File: config.mk
export PLATFORM = sky130hd
export DESIGN_NAME = hif_port
export DESIGN_NICKNAME = d
export VERILOG_FILES = /design/src/rtl/hif_pkg.sv /design/src/rtl/hif_strobe_edge.sv /design/src/rtl/hif_nibble_asm.sv /design/src/rtl/hif_busy_timer.sv /design/src/rtl/hif_port.sv
export SDC_FILE = /design/constraint.sdc
export NUM_CORES = 1
export LEC_CHECK = 0
export BUFFER_PORTS_ARGS = -buffer_cell sky130_fd_sc_hd__buf_4
export CAP_MARGIN = 15
export CORE_UTILIZATION = 61
export CTS_CLUSTER_SIZE = 16
export DETAILED_ROUTE_END_ITERATION = 7
export PLACE_DENSITY = 0.8
export SYNTH_ARGS = -nofsm -noshare
export SYNTH_HDL_FRONTEND = slang
export SYNTH_SLANG_ARGS = --single-unit
File: constraint.sdc
create_clock -name clk -period 2.45 [get_ports clk]
set_input_delay 0.245 -clock clk [delete_from_list [all_inputs] [get_ports clk]]
set_output_delay 0.245 -clock clk [all_outputs]
set_load 0.05 [all_outputs]
File: src/rtl/hif_pkg.sv
package hif_pkg;
  typedef enum logic [1:0] {
    DRV_IDLE_LEVEL = 2'd0,
    DRV_UNSELECTED = 2'd1,
    DRV_NORMAL     = 2'd2
  } drv_mode_e;

  typedef struct packed {
    logic       scaler_rst;
    logic       standby;
    logic [1:0] drive;
    logic [3:0] reg_idx;
  } index_byte_t;
endpackage

File: src/rtl/hif_strobe_edge.sv
module hif_strobe_edge #(
  parameter int N = 2
) (
  input  logic         clk,
  input  logic         rst_n,
  input  logic         en,
  input  logic [N-1:0] strobe_n,
  output logic [N-1:0] fall
);
  for (genvar g = 0; g < N; g++) begin : g_edge
    logic prev_q;
    always_ff @(posedge clk or negedge rst_n) begin
      if (!rst_n) prev_q <= 1'b1;
      else        prev_q <= strobe_n[g];
    end
    assign fall[g] = en & prev_q & ~strobe_n[g];
  end
endmodule

File: src/rtl/hif_nibble_asm.sv
module hif_nibble_asm #(
  parameter int DW = 8
) (
  input  logic          clk,
  input  logic          rst_n,
  input  logic          wsel,
  input  logic          rsel,
  input  logic          wr_stb,
  input  logic          rd_stb,
  input  logic [DW-1:0] din,
  output logic          commit,
  output logic [DW-1:0] byte_out,
  output logic          rd_fetch,
  output logic          rd_lower
);
  localparam int HW = DW / 2;

  logic          phase_q, phase_d;
  logic          rsel_q, wsel_q;
  logic [HW-1:0] hold_q, hold_d;
  logic          mode_chg, eff_phase;

  assign mode_chg  = (rsel != rsel_q) | (wsel != wsel_q);
  assign eff_phase = mode_chg ? 1'b0 : phase_q;

  always_comb begin
    phase_d = mode_chg ? 1'b0 : phase_q;
    if ((wr_stb | rd_stb) & wsel) phase_d = ~eff_phase;
    hold_d = hold_q;
    if (wr_stb & wsel & ~eff_phase) hold_d = din[DW-1:HW];
  end

  assign commit   = wr_stb & (~wsel | eff_phase);
  assign byte_out = wsel ? {hold_q, din[DW-1:HW]} : din;
  assign rd_fetch = rd_stb & (~wsel | ~eff_phase);
  assign rd_lower = rd_stb & wsel & eff_phase;

  always_ff @(posedge clk or negedge rst_n) begin
    if (!rst_n) begin
      phase_q <= 1'b0;
      rsel_q  <= 1'b0;
      wsel_q  <= 1'b0;
      hold_q  <= '0;
    end else begin
      phase_q <= phase_d;
      rsel_q  <= rsel;
      wsel_q  <= wsel;
      hold_q  <= hold_d;
    end
  end


  sel_change_phase_chk: assert property (@(posedge clk) disable iff (!rst_n)
    (rsel != rsel_q) && !wr_stb && !rd_stb |=> !phase_q);

  byte_mode_phase_chk: assert property (@(posedge clk) disable iff (!rst_n)
    !wsel_q |-> !phase_q);
endmodule

File: src/rtl/hif_busy_timer.sv
module hif_busy_timer #(
  parameter int MAX_CYC = 200
) (
  input  logic                        clk,
  input  logic                        rst_n,
  input  logic                        start,
  input  logic [$clog2(MAX_CYC+1)-1:0] len,
  output logic                        busy_n
);
  localparam int CW = $clog2(MAX_CYC + 1);

  logic [CW-1:0] cnt_q, cnt_d;

  always_comb begin
    cnt_d = cnt_q;
    if (start)            cnt_d = len;
    else if (cnt_q != '0) cnt_d = cnt_q - 1'b1;
  end

  always_ff @(posedge clk or negedge rst_n) begin
    if (!rst_n) cnt_q <= '0;
    else        cnt_q <= cnt_d;
  end

  assign busy_n = (cnt_q == '0);


  busy_start_chk: assert property (@(posedge clk) disable iff (!rst_n)
    start && (len != '0) |=> !busy_n);

  busy_cause_chk: assert property (@(posedge clk) disable iff (!rst_n)
    $fell(busy_n) |-> $past(start));
endmodule

File: src/rtl/hif_port.sv
module hif_port #(
  parameter int DW       = 8,
  parameter int NUM_REGS = 13,
  parameter int FD_IDX   = 2,
  parameter int CH_IDX   = 5,
  parameter int FD_TICKS = 6,
  parameter int CH_TICKS = 50,
  parameter int TICK_DIV = 4
) (
  input  logic          clk,
  input  logic          rst_n,
  input  logic          cs_n,
  input  logic          rsel,
  input  logic          wsel,
  input  logic          wr_n,
  input  logic          rd_n,
  input  logic [DW-1:0] data_in,
  output logic [DW-1:0] data_out,
  output logic          data_oe,
  output logic          busy_n,
  output logic [1:0]    disp_mode,
  output logic          standby,
  output logic          scaler_rst,
  output logic          err_flag,
  output logic          cmd_we,
  output logic [3:0]    cmd_idx,
  output logic [DW-1:0] cmd_data
);
  import hif_pkg::*;

  localparam int HW      = DW / 2;
  localparam int FD_CYC  = FD_TICKS * TICK_DIV;
  localparam int CH_CYC  = CH_TICKS * TICK_DIV;
  localparam int MAX_CYC = (FD_CYC > CH_CYC) ? FD_CYC : CH_CYC;
  localparam int CW      = $clog2(MAX_CYC + 1);

  logic [1:0]    fall;
  logic          wr_stb, rd_stb;
  logic          commit, rd_fetch, rd_lower;
  logic [DW-1:0] wbyte;

  hif_strobe_edge #(.N(2)) u_edge (
    .clk(clk), .rst_n(rst_n), .en(~cs_n),
    .strobe_n({rd_n, wr_n}), .fall(fall)
  );
  assign wr_stb = fall[0];
  assign rd_stb = fall[1];

  hif_nibble_asm #(.DW(DW)) u_nib (
    .clk(clk), .rst_n(rst_n), .wsel(wsel), .rsel(rsel),
    .wr_stb(wr_stb), .rd_stb(rd_stb), .din(data_in),
    .commit(commit), .byte_out(wbyte),
    .rd_fetch(rd_fetch), .rd_lower(rd_lower)
  );

  index_byte_t   idx_q, idx_d;
  logic [DW-1:0] regs_q [NUM_REGS];
  logic          idx_ok, data_wr, accept, refuse;
  logic          busy_start;
  logic [CW-1:0] busy_len;
  logic [DW-1:0] rd_sel, rd_byte;
  logic [DW-1:0] rd_buf_q, rd_buf_d, dout_q, dout_d;
  logic          err_q, err_d;
  logic          cmd_we_q;
  logic [3:0]    cmd_idx_q;
  logic [DW-1:0] cmd_data_q;

  assign idx_ok  = (int'(idx_q.reg_idx) < NUM_REGS);
  assign data_wr = commit & rsel & ~idx_q.standby;
  assign accept  = data_wr & busy_n & idx_ok;
  assign refuse  = data_wr & ~busy_n;

  always_comb begin
    idx_d = idx_q;
    if (commit & ~rsel) idx_d = index_byte_t'(wbyte);
  end

  for (genvar r = 0; r < NUM_REGS; r++) begin : g_reg
    logic we;
    assign we = accept & (int'(idx_q.reg_idx) == r);
    always_ff @(posedge clk or negedge rst_n) begin
      if (!rst_n)  regs_q[r] <= '0;
      else if (we) regs_q[r] <= wbyte;
    end
  end

  always_comb begin
    busy_start = 1'b0;
    busy_len   = '0;
    if (accept && int'(idx_q.reg_idx) == FD_IDX) begin
      busy_start = 1'b1;
      busy_len   = CW'(FD_CYC);
    end else if (accept && int'(idx_q.reg_idx) == CH_IDX) begin
      busy_start = 1'b1;
      busy_len   = CW'(CH_CYC);
    end
  end

  hif_busy_timer #(.MAX_CYC(MAX_CYC)) u_busy (
    .clk(clk), .rst_n(rst_n), .start(busy_start),
    .len(busy_len), .busy_n(busy_n)
  );

  always_comb begin
    rd_sel = '0;
    for (int r = 0; r < NUM_REGS; r++)
      if (int'(idx_q.reg_idx) == r) rd_sel = regs_q[r];
    if (!rsel)              rd_byte = DW'(idx_q);
    else if (idx_q.standby) rd_byte = '0;
    else                    rd_byte = rd_sel;
  end

  always_comb begin
    rd_buf_d = rd_buf_q;
    dout_d   = dout_q;
    if (rd_fetch) begin
      rd_buf_d = rd_byte;
      dout_d   = wsel ? {rd_byte[DW-1:HW], {HW{1'b0}}} : rd_byte;
    end else if (rd_lower) begin
      dout_d   = {rd_buf_q[HW-1:0], {HW{1'b0}}};
    end
    err_d = err_q | refuse;
  end

  always_ff @(posedge clk or negedge rst_n) begin
    if (!rst_n) begin
      idx_q      <= '0;
      rd_buf_q   <= '0;
      dout_q     <= '0;
      err_q      <= 1'b0;
      cmd_we_q   <= 1'b0;
      cmd_idx_q  <= '0;
      cmd_data_q <= '0;
    end else begin
      idx_q    <= idx_d;
      rd_buf_q <= rd_buf_d;
      dout_q   <= dout_d;
      err_q    <= err_d;
      cmd_we_q <= accept;
      if (accept) begin
        cmd_idx_q  <= idx_q.reg_idx;
        cmd_data_q <= wbyte;
      end
    end
  end

  assign data_out   = dout_q;
  assign data_oe    = ~cs_n & ~rd_n;
  assign disp_mode  = idx_q.drive[1] ? DRV_NORMAL
                    : (idx_q.drive[0] ? DRV_UNSELECTED : DRV_IDLE_LEVEL);
  assign standby    = idx_q.standby;
  assign scaler_rst = idx_q.scaler_rst;
  assign err_flag   = err_q;
  assign cmd_we     = cmd_we_q;
  assign cmd_idx    = cmd_idx_q;
  assign cmd_data   = cmd_data_q;


  no_cmd_in_standby_chk: assert property (@(posedge clk) disable iff (!rst_n)
    cmd_we |-> !standby);

  err_sticky_chk: assert property (@(posedge clk) disable iff (!rst_n)
    err_flag |=> err_flag);

  cmd_idx_range_chk: assert property (@(posedge clk) disable iff (!rst_n)
    cmd_we |-> (int'(cmd_idx) < NUM_REGS));

  cmd_pulse_chk: assert property (@(posedge clk) disable iff (!rst_n)
    cmd_we |=> !cmd_we);

  cs_gate_chk: assert property (@(posedge clk) disable iff (!rst_n)
    cs_n |=> !cmd_we);
endmodule

==> After elaboration in Yosys (flattened, before gate mapping) <==
Cells that the tools add are included.
{ "word_totals": {"reg_bits": 155, "output_inout_bits": 28, "input_bits": 15} }
{ "classes": {"eq_ne": 14, "reduce_logical": 7, "bitwise": 44, "add_sub_neg": 1, "n_lt_le_gt_ge": 1, "n_mux": 29} }
{ "ops": {"columns": ["operator", "n"], "rows": [
  ["two-way mux 8 bit", 22],
  ["equality test 4 bit, second input constant", 8],
  ["AND 1 bit", 31],
  ["equality test 4 x 3 -> 1 bit, second input constant", 3],
  ["zero test 8 bit", 1],
  ["NOT 1 bit", 8],
  ["nonzero test 8 bit", 1],
  ["subtractor 8 x 1 -> 8 bit, second input constant", 1],
  ["two-way mux 1 bit", 5],
  ["OR 1 bit", 5],
  ["equality test 4 x 2 -> 1 bit, second input constant", 1],
  ["zero test 4 bit", 1],
  ["< comparator 4 bit, second input constant", 1],
  ["two-way mux 4 bit", 1],
  ["nonzero test 2 bit", 2],
  ["logical AND 1 bit", 2],
  ["two-way mux 2 bit", 1],
  ["!= test 1 bit", 2]
]} }

==> Logic depth before layout (Yosys ltp) <==
Gate-level depths: netlist of the first run.
{ "logic_depth": {"ltp_word": 18, "depth_mapped": 9, "ltp_nobuf": 7} }

==> By module <==
A second synthesis of the first run with hierarchy kept.
{ "unflattened": {"hier_cells": 631, "hier_area_um2": 7647.3} }
{ "modules_own_cells": {"columns": ["mod", "area_per_inst_um2", "cells_per_inst", "seq_area_each_um2", "n_inst"], "rows": [
  ["hif_port", 6687.7, 540, 3453.3, 1],
  ["hif_busy_timer", 476.7, 54, 200.2, 1],
  ["hif_nibble_asm", 412.9, 33, 175.2, 1],
  ["hif_strobe_edge", 70.1, 4, 52.6, 1]
]} }

==> Worst setup path after synthesis of the first run <==
No wires, ideal clock.
{ "synth_timing": {"path_type": "reg-to-reg", "start": "reg u_busy.cnt_q[0]", "end": "reg regs_q[38] in the netlist's numbering", "t_required_ns": 2.315, "stages_incl_launch_ff": 10, "arrival_time_ns": 2.094, "slack_ns": 0.221, "path_buffers": 2, "cell_sequence": "dfrtp_1 > inv_1 > ha_1 > or4b_4 > nor4_4 > buf_6 > nand4_4 > buf_2 > nand2_1 > o21ai_1"} }
{ "synth_between": {"elab_chain_cells": 4} }
{ "synth_lines": {"columns": ["element", "line_no", "source"], "rows": [
  ["from (decl)", "hif_busy_timer.sv:12", "logic [CW-1:0] cnt_q, cnt_d;"],
  ["from (signal assigned)", "hif_busy_timer.sv:22", "else cnt_q <= cnt_d;"],
  ["zero test 8 bit", "hif_busy_timer.sv:25", "assign busy_n = (cnt_q == '0);"],
  ["AND 1 bit (2 in series)", "hif_port.sv:70", "assign accept = data_wr & busy_n & idx_ok;"],
  ["AND 1 bit", "hif_port.sv:80", "assign we = accept & (int'(idx_q.reg_idx) == r);"],
  ["to (signal, indexed assignment)", "hif_port.sv:83", "else if (we) regs_q[r] <= wbyte;"],
  ["to (decl)", "hif_port.sv:57", "logic [DW-1:0] regs_q [NUM_REGS];"]
]} }
No other way between the ends.
A chain may end at the register's enable or synchronous reset.

==> Worst setup path after layout of the first run <==
{ "layout_timing": {"start": "reg u_busy.cnt_q[0]", "end": "reg regs_q[28] in the netlist's numbering"} }
The elaborated chain is that of the path after synthesis.

==> results of run 1 <==
-- per-stage QoR --
| step | power [mW] | TNS, ns | setup WS (ns) | hold slack [ns] |
|---|---|---|---|---|
| 2_1_floorplan | 3.86 | 0 | 0.221 | -0.0506 |
| 3_3_place_gp | 4.54 | 0 | 0.0528 | 0.247 |
| 3_5_place_dp | 4.57 | -0.256 | -0.0354 | 0.251 |
| 4_1_cts | 7.13 | -0.000838 | -0.000838 | 0.0265 |
| 5_1_grt | 7.40 | -0.397 | -0.0400 | 0.0330 |
| 6_report | 7.21 | 0 | 0.0321 | 0.0464 |
-- power breakdown --
group	total, mW	switching (mW)	internal [mW]
clock network	2.58	1.09	1.49
logic	1.83	1.27	0.564
registers	2.79	0.115	2.68
total	7.21	2.48	4.73
-- logic make-up after synthesis --
group,after synthesis
flops,155
compound gates,257
mux,33
fa+ha+maj,2
simple gates,255
buf+inv,72
xor+xnor,3
-- cells in the final DEF (no fill, tap or decap), types with 4 or more instances in the layout --
cell	n
inv_1	8
mux2_2	9
nand3_1	7
dfrtp_1	153
nor2_1	37
nor3_1	8
a22oi_1	13
nor3b_1	6
clkbuf_16	18
a31oi_1	7
nand2b_1	7
nand4_4	13
o21ai_0	24
o32ai_1	5
o21ai_1	114
a21oi_1	39
buf_12	4
buf_4	88
clkinvlp_4	4
a211oi_1	4
o22ai_1	16
nand2_1	134
mux2i_1	22
o221ai_1	7
nor2b_1	15
nor4bb_1	4
-- flip-flops by register name, summed over array words and instances (netlist names), 4 cells and up --
register,count
cmd_data,8
u_nib.hold_q,4
idx_q,6
rd_buf_q,4
u_busy.cnt_q,8
regs_q,104
data_out,8
cmd_idx,4
-- final cells by class --
type | instances | area (um^2) | share of cell area [%]
clock buffer | 20 | 467 | 5.26
clock inverter | 12 | 114 | 1.28
inverter | 10 | 37.5 | 0.423
multi-input combinational | 554 | 3390 | 38.2
sequential | 155 | 3880 | 43.7
tap | 143 | 179 | 2.02
timing repair buffer | 97 | 807 | 9.09
-- worst max-delay path, delay by kind of cell, from the launching register on --
kind	cells	cell delay [ns]
flip-flops	1	0.42
AO/OA/AOI/OAI	1	0.10
adder cells (fa/ha/maj)	1	0.16
AND/OR/NAND/NOR	4	1.11
buffers and inverters	3	0.49
-- timing repair --
| item | 4_1_cts | 5_1_grt |
|---|---|---|
| gates resized for setup | 5 | 12 |
| endpoints found under the hold margin | 56 | 0 |
| pin swaps | 8 | 21 |
| hold buffers | 3 | 0 |
| setup endpoints to repair | 82 | 94 |
| buffers inserted | 0 | 5 |
| cloned | 0 | 5 |
-- metal layers --
layer	up-vias	GRT usage, %	routed length, um
li1	2913	-	-
met1	3199	48.8	9120
met2	449	59.0	10700
met3	73	9.61	2320
met4	0	16.1	740
met5	-	0	0
-- path summary, 6_finish.rpt --
path / from / endpoint / slack (ns)
setup / recovery: u_busy.cnt_q[0] / regs_q[28] / 0.03
hold / removal: rsel / u_nib.rsel_q / 0.05
setup reg to reg: u_busy.cnt_q[0] / regs_q[28] / 0.03
hold reg to reg: regs_q[82] / regs_q[82] / 0.48
max in group asynchronous: rst_n / regs_q[61] / 1.31
min in group asynchronous: rst_n / regs_q[81] / 0.33
==> impl_metrics.env, run 1 <==
export IMPL_grt_overflow=0
export IMPL_fin_util_pct=76.1
export IMPL_min_period_ns=2.42
export IMPL_cp_arrival_ns=2.72
export IMPL_diodes=0
export IMPL_ys_ff_latch=155
export IMPL_drc_errors=0
export IMPL_drt_iter0_markers=967
export IMPL_post_route_period_util_pct=98.7
export IMPL_ant_nets=0
export IMPL_grt_max_degree=59
export IMPL_synthAdderAreaFrac_pct=0.336
export IMPL_ys_flop_type="dfrtp_1"
export IMPL_critical_path_max_stage_delay_ns=0.48
export IMPL_nets=852
export IMPL_ys_async_sr_fraction_pct=100
export IMPL_syn_area_um2=7440
export IMPL_synth_distinct_cells=61
export IMPL_tritoncts="done"
export IMPL_muxShareOfSynthArea_pct=4.62
export IMPL_synth_edff_count=0
export IMPL_track_usage_pct=37.2
export IMPL_routed_wl_um=22800
export IMPL_synth_top_family_by_area="compound AO/OA/AOI/OAI gates"
export IMPL_synth_compound_area_share_pct=20.1
export IMPL_power_density_nw_per_um2=812
export IMPL_drive_above_1_share_pct=19.6
export IMPL_synth_area_per_cell_um2=9.58
export IMPL_synth_area_leaders="dfrtp_1, o21ai_1, nand2_1"
export IMPL_cp_slowest_cell="or4b_4"
export IMPL_rows=39
export IMPL_clock_tree_root_cell="clkbuf_16"
export IMPL_clock_sink_count=155
export IMPL_dpl_cell_area_um2=8070
export IMPL_synth_xor_area_share_pct=0.353
export IMPL_crit_type="reg -> reg"
export IMPL_vias=6634
export IMPL_fillers=782
export IMPL_worstSkewPairLatency_ns=0.44
export IMPL_grt_setup_unrepaired="yes"
export IMPL_cp_max_fo=8
export IMPL_cts_buffer_depth=2
export IMPL_h_tree_depth=4
export IMPL_maxCapViolCount=0
export IMPL_end_kind="flop"
export IMPL_dr_pass1_iters=8
export IMPL_worstPathRequired_ns=2.75
export IMPL_port_buffer_count=42
export IMPL_post_drt_via_cell_ratio=6.69
export IMPL_p_leak_nw=3.89
export IMPL_setup_violations=0
export IMPL_layout_cells_non_filler=991
export IMPL_vdd_ir_drop_worst_mv=0.585
export IMPL_dieArea_um2=12600
export IMPL_outcome="finished, final reports clean"
export IMPL_hold_viol_final=0
export IMPL_ys_warnings_count=0
export IMPL_die_h_um=112
export IMPL_antenna_found_initial=0
export IMPL_post_place_cells=946
export IMPL_die_w_um=112
export IMPL_dpl_hpwl_um=14600
export IMPL_hold_path_depth=1
export IMPL_critical_path_cell_chain="inv_2, ha_4, or4b_4, nor4_4, buf_4, clkbuf_16, nand4_4, nand2_1, o21ai_1"
export IMPL_synth_nets=794
export IMPL_fin_area_um2=8880
export IMPL_grt_pass1_wl_um=35000
export IMPL_clock_skew_ns=0.00815
export IMPL_maxSlewViolCount=0
export IMPL_routabilityCongestion=0.940
export IMPL_cp_start_kind="flop"
export IMPL_ios=43
export IMPL_yosysMostFrequentCell="dfrtp_1"
export IMPL_syn_to_final_growth_pct=19.3
export IMPL_tightest_slew_ns=0.781
export IMPL_initial_utilization_pct=63.8
export IMPL_synth_simple_gate_area_share_pct=18.3
export IMPL_synth_commonest_cells="dfrtp_1, nand2_1, o21ai_1"
export IMPL_clk_pin_slew_worst_paths_ns=0.06
export IMPL_post_drt_wl_per_cell_um=23.1
export IMPL_core_area_um2=11700
export IMPL_synth_top_cell_area_share_pct=51.5
export IMPL_netlist_instances=777
export IMPL_synth_top_area_cell="dfrtp_1"
export IMPL_reg2regPathDepth=9
export IMPL_hold_path_class="in -> reg"
export IMPL_grt_pass1_vias=6352
export IMPL_slew_headroom_pct=47.9
export IMPL_ys_seq_area_share_pct=52.2
export IMPL_cts_inserted_buffers=17
export IMPL_max_freq_ghz=0.414
Power figures use the tool's default switching activity.
==> inputs of run 2 (changes only) <==
--- a/config.mk
+++ b/config.mk
@@ -13,4 +13,5 @@
 export PLACE_DENSITY = 0.8
 export SYNTH_ARGS = -nofsm -noshare
 export SYNTH_HDL_FRONTEND = slang
+export SYNTH_HIERARCHICAL = 1
 export SYNTH_SLANG_ARGS = --single-unit
==> impl_metrics.env, run 2 <==
export IMPL_outcome="finished, final reports clean"
export IMPL_worstSkewPairLatency_ns=0.43
export IMPL_dpl_cell_area_um2=8380
export IMPL_core_area_um2=12100
export IMPL_ys_seq_area_share_pct=50.8
export IMPL_post_route_period_util_pct=97.8
export IMPL_ant_nets=0
export IMPL_grt_pass1_wl_um=30200
export IMPL_clock_skew_ns=0.00867
export IMPL_hold_path_class="in -> reg"
export IMPL_whs_ns=0.0616
export IMPL_reg2regPathDepth=13
export IMPL_layout_commonest_cell="dfrtp_1"
export IMPL_port_buffer_count=42
export IMPL_critical_path_cell_chain="inv_1, ha_2, or3b_4, nor2_4, and3_4, buf_12, nand2_4, o22ai_4, buf_4, buf_12, nor2_1, nand4_1, nand3_1"
export IMPL_setup_violations=0
export IMPL_die_w_um=114
export IMPL_critical_path_top_delay_family="simple AND/OR/NAND/NOR gates"
export IMPL_ios=43
export IMPL_p_leak_nw=4.22
export IMPL_clock_tree_root_cell="clkbuf_16"
export IMPL_cp_num_buf_inv=4
export IMPL_ys_warnings_count=6
export IMPL_yosysMostFrequentCell="dfrtp_1"
export IMPL_clock_sink_count=155
export IMPL_cp_common_cell="buf_12"
export IMPL_synth_commonest_cells="dfrtp_1, mux2_2, o21ai_0"
export IMPL_antenna_found_initial=0
export IMPL_maxSlewViolCount=0
export IMPL_rows=40
export IMPL_ys_ff_latch=155
export IMPL_synth_top_area_cell="dfrtp_1"
export IMPL_drc_errors=0
export IMPL_fin_area_um2=9090
export IMPL_r2r_setup_slack_ns=0.05
export IMPL_tritoncts="done"
export IMPL_grt_max_degree=61
export IMPL_slew_headroom_pct=45.7
export IMPL_vdd_ir_drop_worst_mv=0.457
export IMPL_post_drt_wl_per_cell_um=21.6
export IMPL_largest_reg_flops=104
export IMPL_grt_setup_unrepaired="yes"
export IMPL_synth_edff_count=0
export IMPL_cp_max_fo=10
export IMPL_top_register="regs_q"
export IMPL_holdCritStartpoint="wsel"
export IMPL_critical_path_max_stage_delay_ns=0.42
export IMPL_worstPathRequired_ns=2.75
export IMPL_clk_pin_slew_worst_paths_ns=0.06
export IMPL_dieArea_um2=13000
export IMPL_ys_async_sr_fraction_pct=100
export IMPL_diodes=0
export IMPL_netlist_instances=631
export IMPL_end_kind="flop"
export IMPL_routabilityCongestion=0.896
export IMPL_power_density_nw_per_um2=765
export IMPL_grt_pass1_vias=5701
export IMPL_ys_flop_type="dfrtp_1"
export IMPL_synth_distinct_cells=79
export IMPL_reg2reg_from="u_busy/cnt_q[1]"
export IMPL_cp_start_kind="flop"
export IMPL_grt_overflow=0
export IMPL_drt_iter0_markers=308
export IMPL_fin_util_pct=75.1
export IMPL_syn_to_final_growth_pct=18.9
export IMPL_h_tree_depth=4
export IMPL_post_drt_via_cell_ratio=6.31
export IMPL_max_freq_ghz=0.417
export IMPL_min_period_ns=2.40
export IMPL_drive_above_1_share_pct=40.4
export IMPL_cp_slowest_cell="dfrtp_1"
export IMPL_routed_wl_um=19000
export IMPL_tightest_slew_ns=0.815
export IMPL_maxCapViolCount=0
export IMPL_power_total_mw=6.95
export IMPL_nets=717
export IMPL_hold_viol_final=0
export IMPL_final_cell_mix="dfrtp_1, mux2_2, buf_4"
export IMPL_crit_type="reg -> reg"
export IMPL_dpl_hpwl_um=13200
export IMPL_vias=5551
export IMPL_cts_buffer_depth=2
export IMPL_synth_area_per_cell_um2=12.1
export IMPL_hold_path_depth=1
export IMPL_cp_arrival_ns=2.69
export IMPL_syn_area_um2=7650
export IMPL_cts_inserted_buffers=17
export IMPL_r2r_end="u_busy/cnt_q[6]"
export IMPL_track_usage_pct=31.5
export IMPL_holdPathEnd="u_nib/wsel_q"
export IMPL_dr_pass1_iters=5
export IMPL_synth_top_cell_area_share_pct=50.1
export IMPL_synth_area_leaders="dfrtp_1, mux2_2, o21ai_0"
export IMPL_die_h_um=114
export IMPL_initial_utilization_pct=63.1
-- run 2: layout make-up --
type / instances / area, um^2
sequential: 155 / 3880
multi-input combinational: 423 / 3590
tap: 168 / 210
timing repair buffer: 89 / 792
clock inverter: 8 / 93.8
inverter: 15 / 56.3
clock buffer: 22 / 474
fill: 809 / 3020
-- run 2: cells by family (layout without fill, tap and decap cells) --
logic type	count (synthesis)	in the layout	share of synthesized area, %
other cells	1	4	0.0490
flops	155	155	50.8
simple gates	141	141	11.0
xor+xnor	2	2	0.327
compound gates	121	121	10.7
mux	154	154	23.4
buf+inv	56	134	3.58
fa+ha+maj	1	1	0.164
-- run 2: worst register-to-register path, cell delays in order (launching register included) --
cell     delay, ns
dfrtp_1       0.42
inv_1         0.08
ha_2          0.16
or3b_4        0.39
nor2_4        0.09
and3_4        0.20
buf_12        0.13
nand2_4       0.10
o22ai_4       0.21
buf_4         0.16
buf_12        0.12
nor2_1        0.04
nand4_1       0.08
nand3_1       0.07
-- run 2: repair_timing --
item	4_1_cts	5_1_grt
setup endpoints to repair	2	75
hold buffers	3	0
pin swaps	1	3
hold endpoints to repair	48	0
setup buffers	2	4
resized for setup	2	6
-- run 2: stage by stage --
stage	setup TNS, ns	setup slack (ns)	instances
floorplan	-15.35	-0.160	634
global route	-0.0399	-0.0399	880
finish	0	0.0527	880
detailed placement	-0.0358	-0.0344	841
CTS	0	0.0132	876
global placement	0	0.0760	841
-- run 2: worst max path at each step --
stage | startpoint | endpoint | slack (ns) | depth (start not counted)
after floorplan | u_busy/cnt_q[0] | u_busy/cnt_q[5] | -0.16 | 11
after global placement | u_busy/cnt_q[6] | u_busy/cnt_q[6] | 0.08 | 9
after detailed placement | u_busy/cnt_q[6] | u_busy/cnt_q[5] | -0.03 | 8
after CTS | u_busy/cnt_q[1] | u_busy/cnt_q[5] | 0.01 | 11
after global routing | u_busy/cnt_q[1] | u_busy/cnt_q[6] | -0.04 | 13
final | u_busy/cnt_q[1] | u_busy/cnt_q[6] | 0.05 | 13
-- run 2: routing by layer --
metal  share of wire (%)  wire (um)  vias up  track usage (%)
met3                 6.2       1180       62             6.85
met1                  41       7740     2822             40.2
met5                   0          0        -                0
met4                 4.4        830        0             16.9
li1                    -          -     2439                -
met2                  49       9260      228             50.5
-- run 2: report_power, final --
| group | total [mW] | internal, mW | switching [mW] |
|---|---|---|---|
| Clock | 2.55 | 1.56 | 0.988 |
| Sequential | 2.79 | 2.67 | 0.125 |
| Combinational | 1.61 | 0.578 | 1.03 |
==> inputs of run 3 (changes only) <==
--- a/config.mk
+++ b/config.mk
@@ -10,7 +10,7 @@
 export CORE_UTILIZATION = 61
 export CTS_CLUSTER_SIZE = 16
 export DETAILED_ROUTE_END_ITERATION = 7
-export PLACE_DENSITY = 0.8
+export PLACE_DENSITY = 0.78
 export SYNTH_ARGS = -nofsm -noshare
 export SYNTH_HDL_FRONTEND = slang
 export SYNTH_HIERARCHICAL = 1
==> impl_metrics.env, run 3 (synthesis gave the netlist of run 2 again) <==
export IMPL_outcome="finished, final reports clean"
export IMPL_vdd_ir_drop_worst_mv=0.831
export IMPL_die_h_um=114
export IMPL_crit_type="reg -> reg"
export IMPL_rows=40
export IMPL_grt_pass1_wl_um=30400
export IMPL_drt_iter0_markers=479
export IMPL_setup_violations=0
export IMPL_drive_above_1_share_pct=39.9
export IMPL_worstSkewPairLatency_ns=0.43
export IMPL_diodes=0
export IMPL_dr_pass1_iters=6
export IMPL_final_cell_mix="dfrtp_1, mux2_2, buf_4"
export IMPL_initial_utilization_pct=63.1
export IMPL_antenna_found_initial=0
export IMPL_tightest_slew_ns=0.825
export IMPL_cp_max_fo=17
export IMPL_min_period_ns=2.36
export IMPL_cp_arrival_ns=2.65
export IMPL_critical_path_cell_chain="and2b_1, a2bb2oi_1, o32a_1, a211oi_1, o21ai_0"
export IMPL_max_freq_ghz=0.423
export IMPL_top_register="regs_q"
export IMPL_clk_pin_slew_worst_paths_ns=0.06
export IMPL_ant_nets=0
export IMPL_slew_headroom_pct=45.0
export IMPL_hold_viol_final=0
export IMPL_grt_max_degree=62
export IMPL_cp_start_kind="flop"
export IMPL_largest_reg_flops=104
export IMPL_dpl_worst_slack_ns=-0.00945
export IMPL_ios=43
export IMPL_layout_commonest_cell="dfrtp_1"
export IMPL_crit_cells=5
export IMPL_worstPathRequired_ns=2.73
export IMPL_layout_cells_non_filler=874
export IMPL_dpl_cell_area_um2=8340
export IMPL_track_usage_pct=31.7
export IMPL_die_w_um=114
export IMPL_hold_path_depth=1
export IMPL_critical_path_max_stage_delay_ns=0.61
export IMPL_maxCapViolCount=0
export IMPL_fin_util_pct=74.8
export IMPL_p_leak_nw=4.18
export IMPL_post_drt_wl_per_cell_um=21.8
export IMPL_grt_setup_unrepaired="no"
export IMPL_vias=5480
export IMPL_routabilityCongestion=0.925
export IMPL_power_density_nw_per_um2=795
export IMPL_drc_errors=0
export IMPL_post_place_cells=837
export IMPL_port_buffer_count=42
export IMPL_routed_wl_um=19000
export IMPL_syn_to_final_growth_pct=18.5
export IMPL_cts_buffer_depth=2
export IMPL_clock_skew_ns=0.00515
export IMPL_dpl_hpwl_um=12900
export IMPL_cp_num_buf_inv=0
export IMPL_reg2regPathDepth=5
export IMPL_end_kind="flop"
export IMPL_maxSlewViolCount=0
export IMPL_r2r_setup_slack_ns=0.09
export IMPL_holdPathEnd="u_nib/wsel_q"
export IMPL_nets=709
export IMPL_grt_pass1_vias=5612
export IMPL_power_total_mw=7.21
export IMPL_worst_slack_ns=0.0850
export IMPL_grt_overflow=0
export IMPL_tritoncts="done"
export IMPL_post_route_period_util_pct=96.5
export IMPL_reg2reg_from="idx_q[2]"
export IMPL_h_tree_depth=4
export IMPL_cts_inserted_buffers=17
export IMPL_clock_sink_count=155
export IMPL_dieArea_um2=13000
export IMPL_core_area_um2=12100
export IMPL_post_drt_via_cell_ratio=6.27
export IMPL_cp_slowest_cell="dfrtp_1"
export IMPL_critical_path_top_delay_family="compound AO/OA/AOI/OAI gates"
export IMPL_hold_path_class="in -> reg"
export IMPL_holdCritStartpoint="wsel"
export IMPL_r2r_end="data_out[0]"
export IMPL_fin_area_um2=9060
export IMPL_clock_tree_root_cell="clkbuf_16"
run 3: cell count changes in the layout (fill, tap and decap cells not counted), moves of 2 or more:
cell,change
clkinv_2,-2
clkbuf_8,-2
buf_12,-4
buf_4,-6
bufinv_16,+3
clkinvlp_4,+4
inv_2,+2
buf_6,+2
inv_1,-2
run 3: area by class of cell:
class | count | area [um^2]
fillers | 801 | 3050
repair buffers | 81 | 689
inverters | 15 | 56.3
clock buffers | 20 | 447
clock inverters | 12 | 195
well taps | 168 | 210
flip-flops and latches | 155 | 3880
multi-input cells | 423 | 3580
run 3: worst max path at each step:
stage	startpoint	to	slack, ns
floorplan	u_busy/cnt_q[0]	u_busy/cnt_q[5]	-0.16
global placement	u_busy/cnt_q[0]	u_busy/cnt_q[5]	0.07
detailed placement	u_nib/rsel_q	u_busy/cnt_q[6]	-0.009
CTS	u_busy/cnt_q[4]	u_busy/cnt_q[5]	0.02
global route	u_busy/cnt_q[0]	u_busy/cnt_q[5]	0.007
finish	idx_q[2]	data_out[0]	0.09
run 3: worst register-to-register path: stages, from the launching register on:
cell and delay [ns]:
dfrtp_1 0.61, and2b_1 0.61, a2bb2oi_1 0.12, o32a_1 0.21, a211oi_1 0.49, o21ai_0 0.18
run 3: metal layers:
metal  up-vias  routed length (um)  global-route usage, %
met5         -                   0                      0
met4         0                 698                   15.4
met3        53                1160                   7.76
met2       201                9320                   50.3
met1      2800                7840                   41.0
li1       2426                   -                      -
run 3: through the flow:
stage,hold slack [ns],TNS [ns]
detailed placement,0.218,-0.00945
global route,0.0648,0
finish,0.0663,0
global placement,0.215,0
floorplan,-0.0506,-15.35
CTS,0.0474,0
run 3: timing repair:
action / CTS / global route
setup buffers: 1 / 1
pin swaps: 2 / 2
resized for setup: 2 / 8
endpoints found under the hold margin: 49 / 0
hold buffers: 3 / 0
setup endpoints to repair: 3 / 60
run 3: report_power, final:
group          total [mW]  internal, mW  leakage, nW  switching, mW
logic                1.58         0.546         1.78           1.03
clock network        2.85          1.83        0.302           1.02
registers            2.78          2.67         2.10          0.112
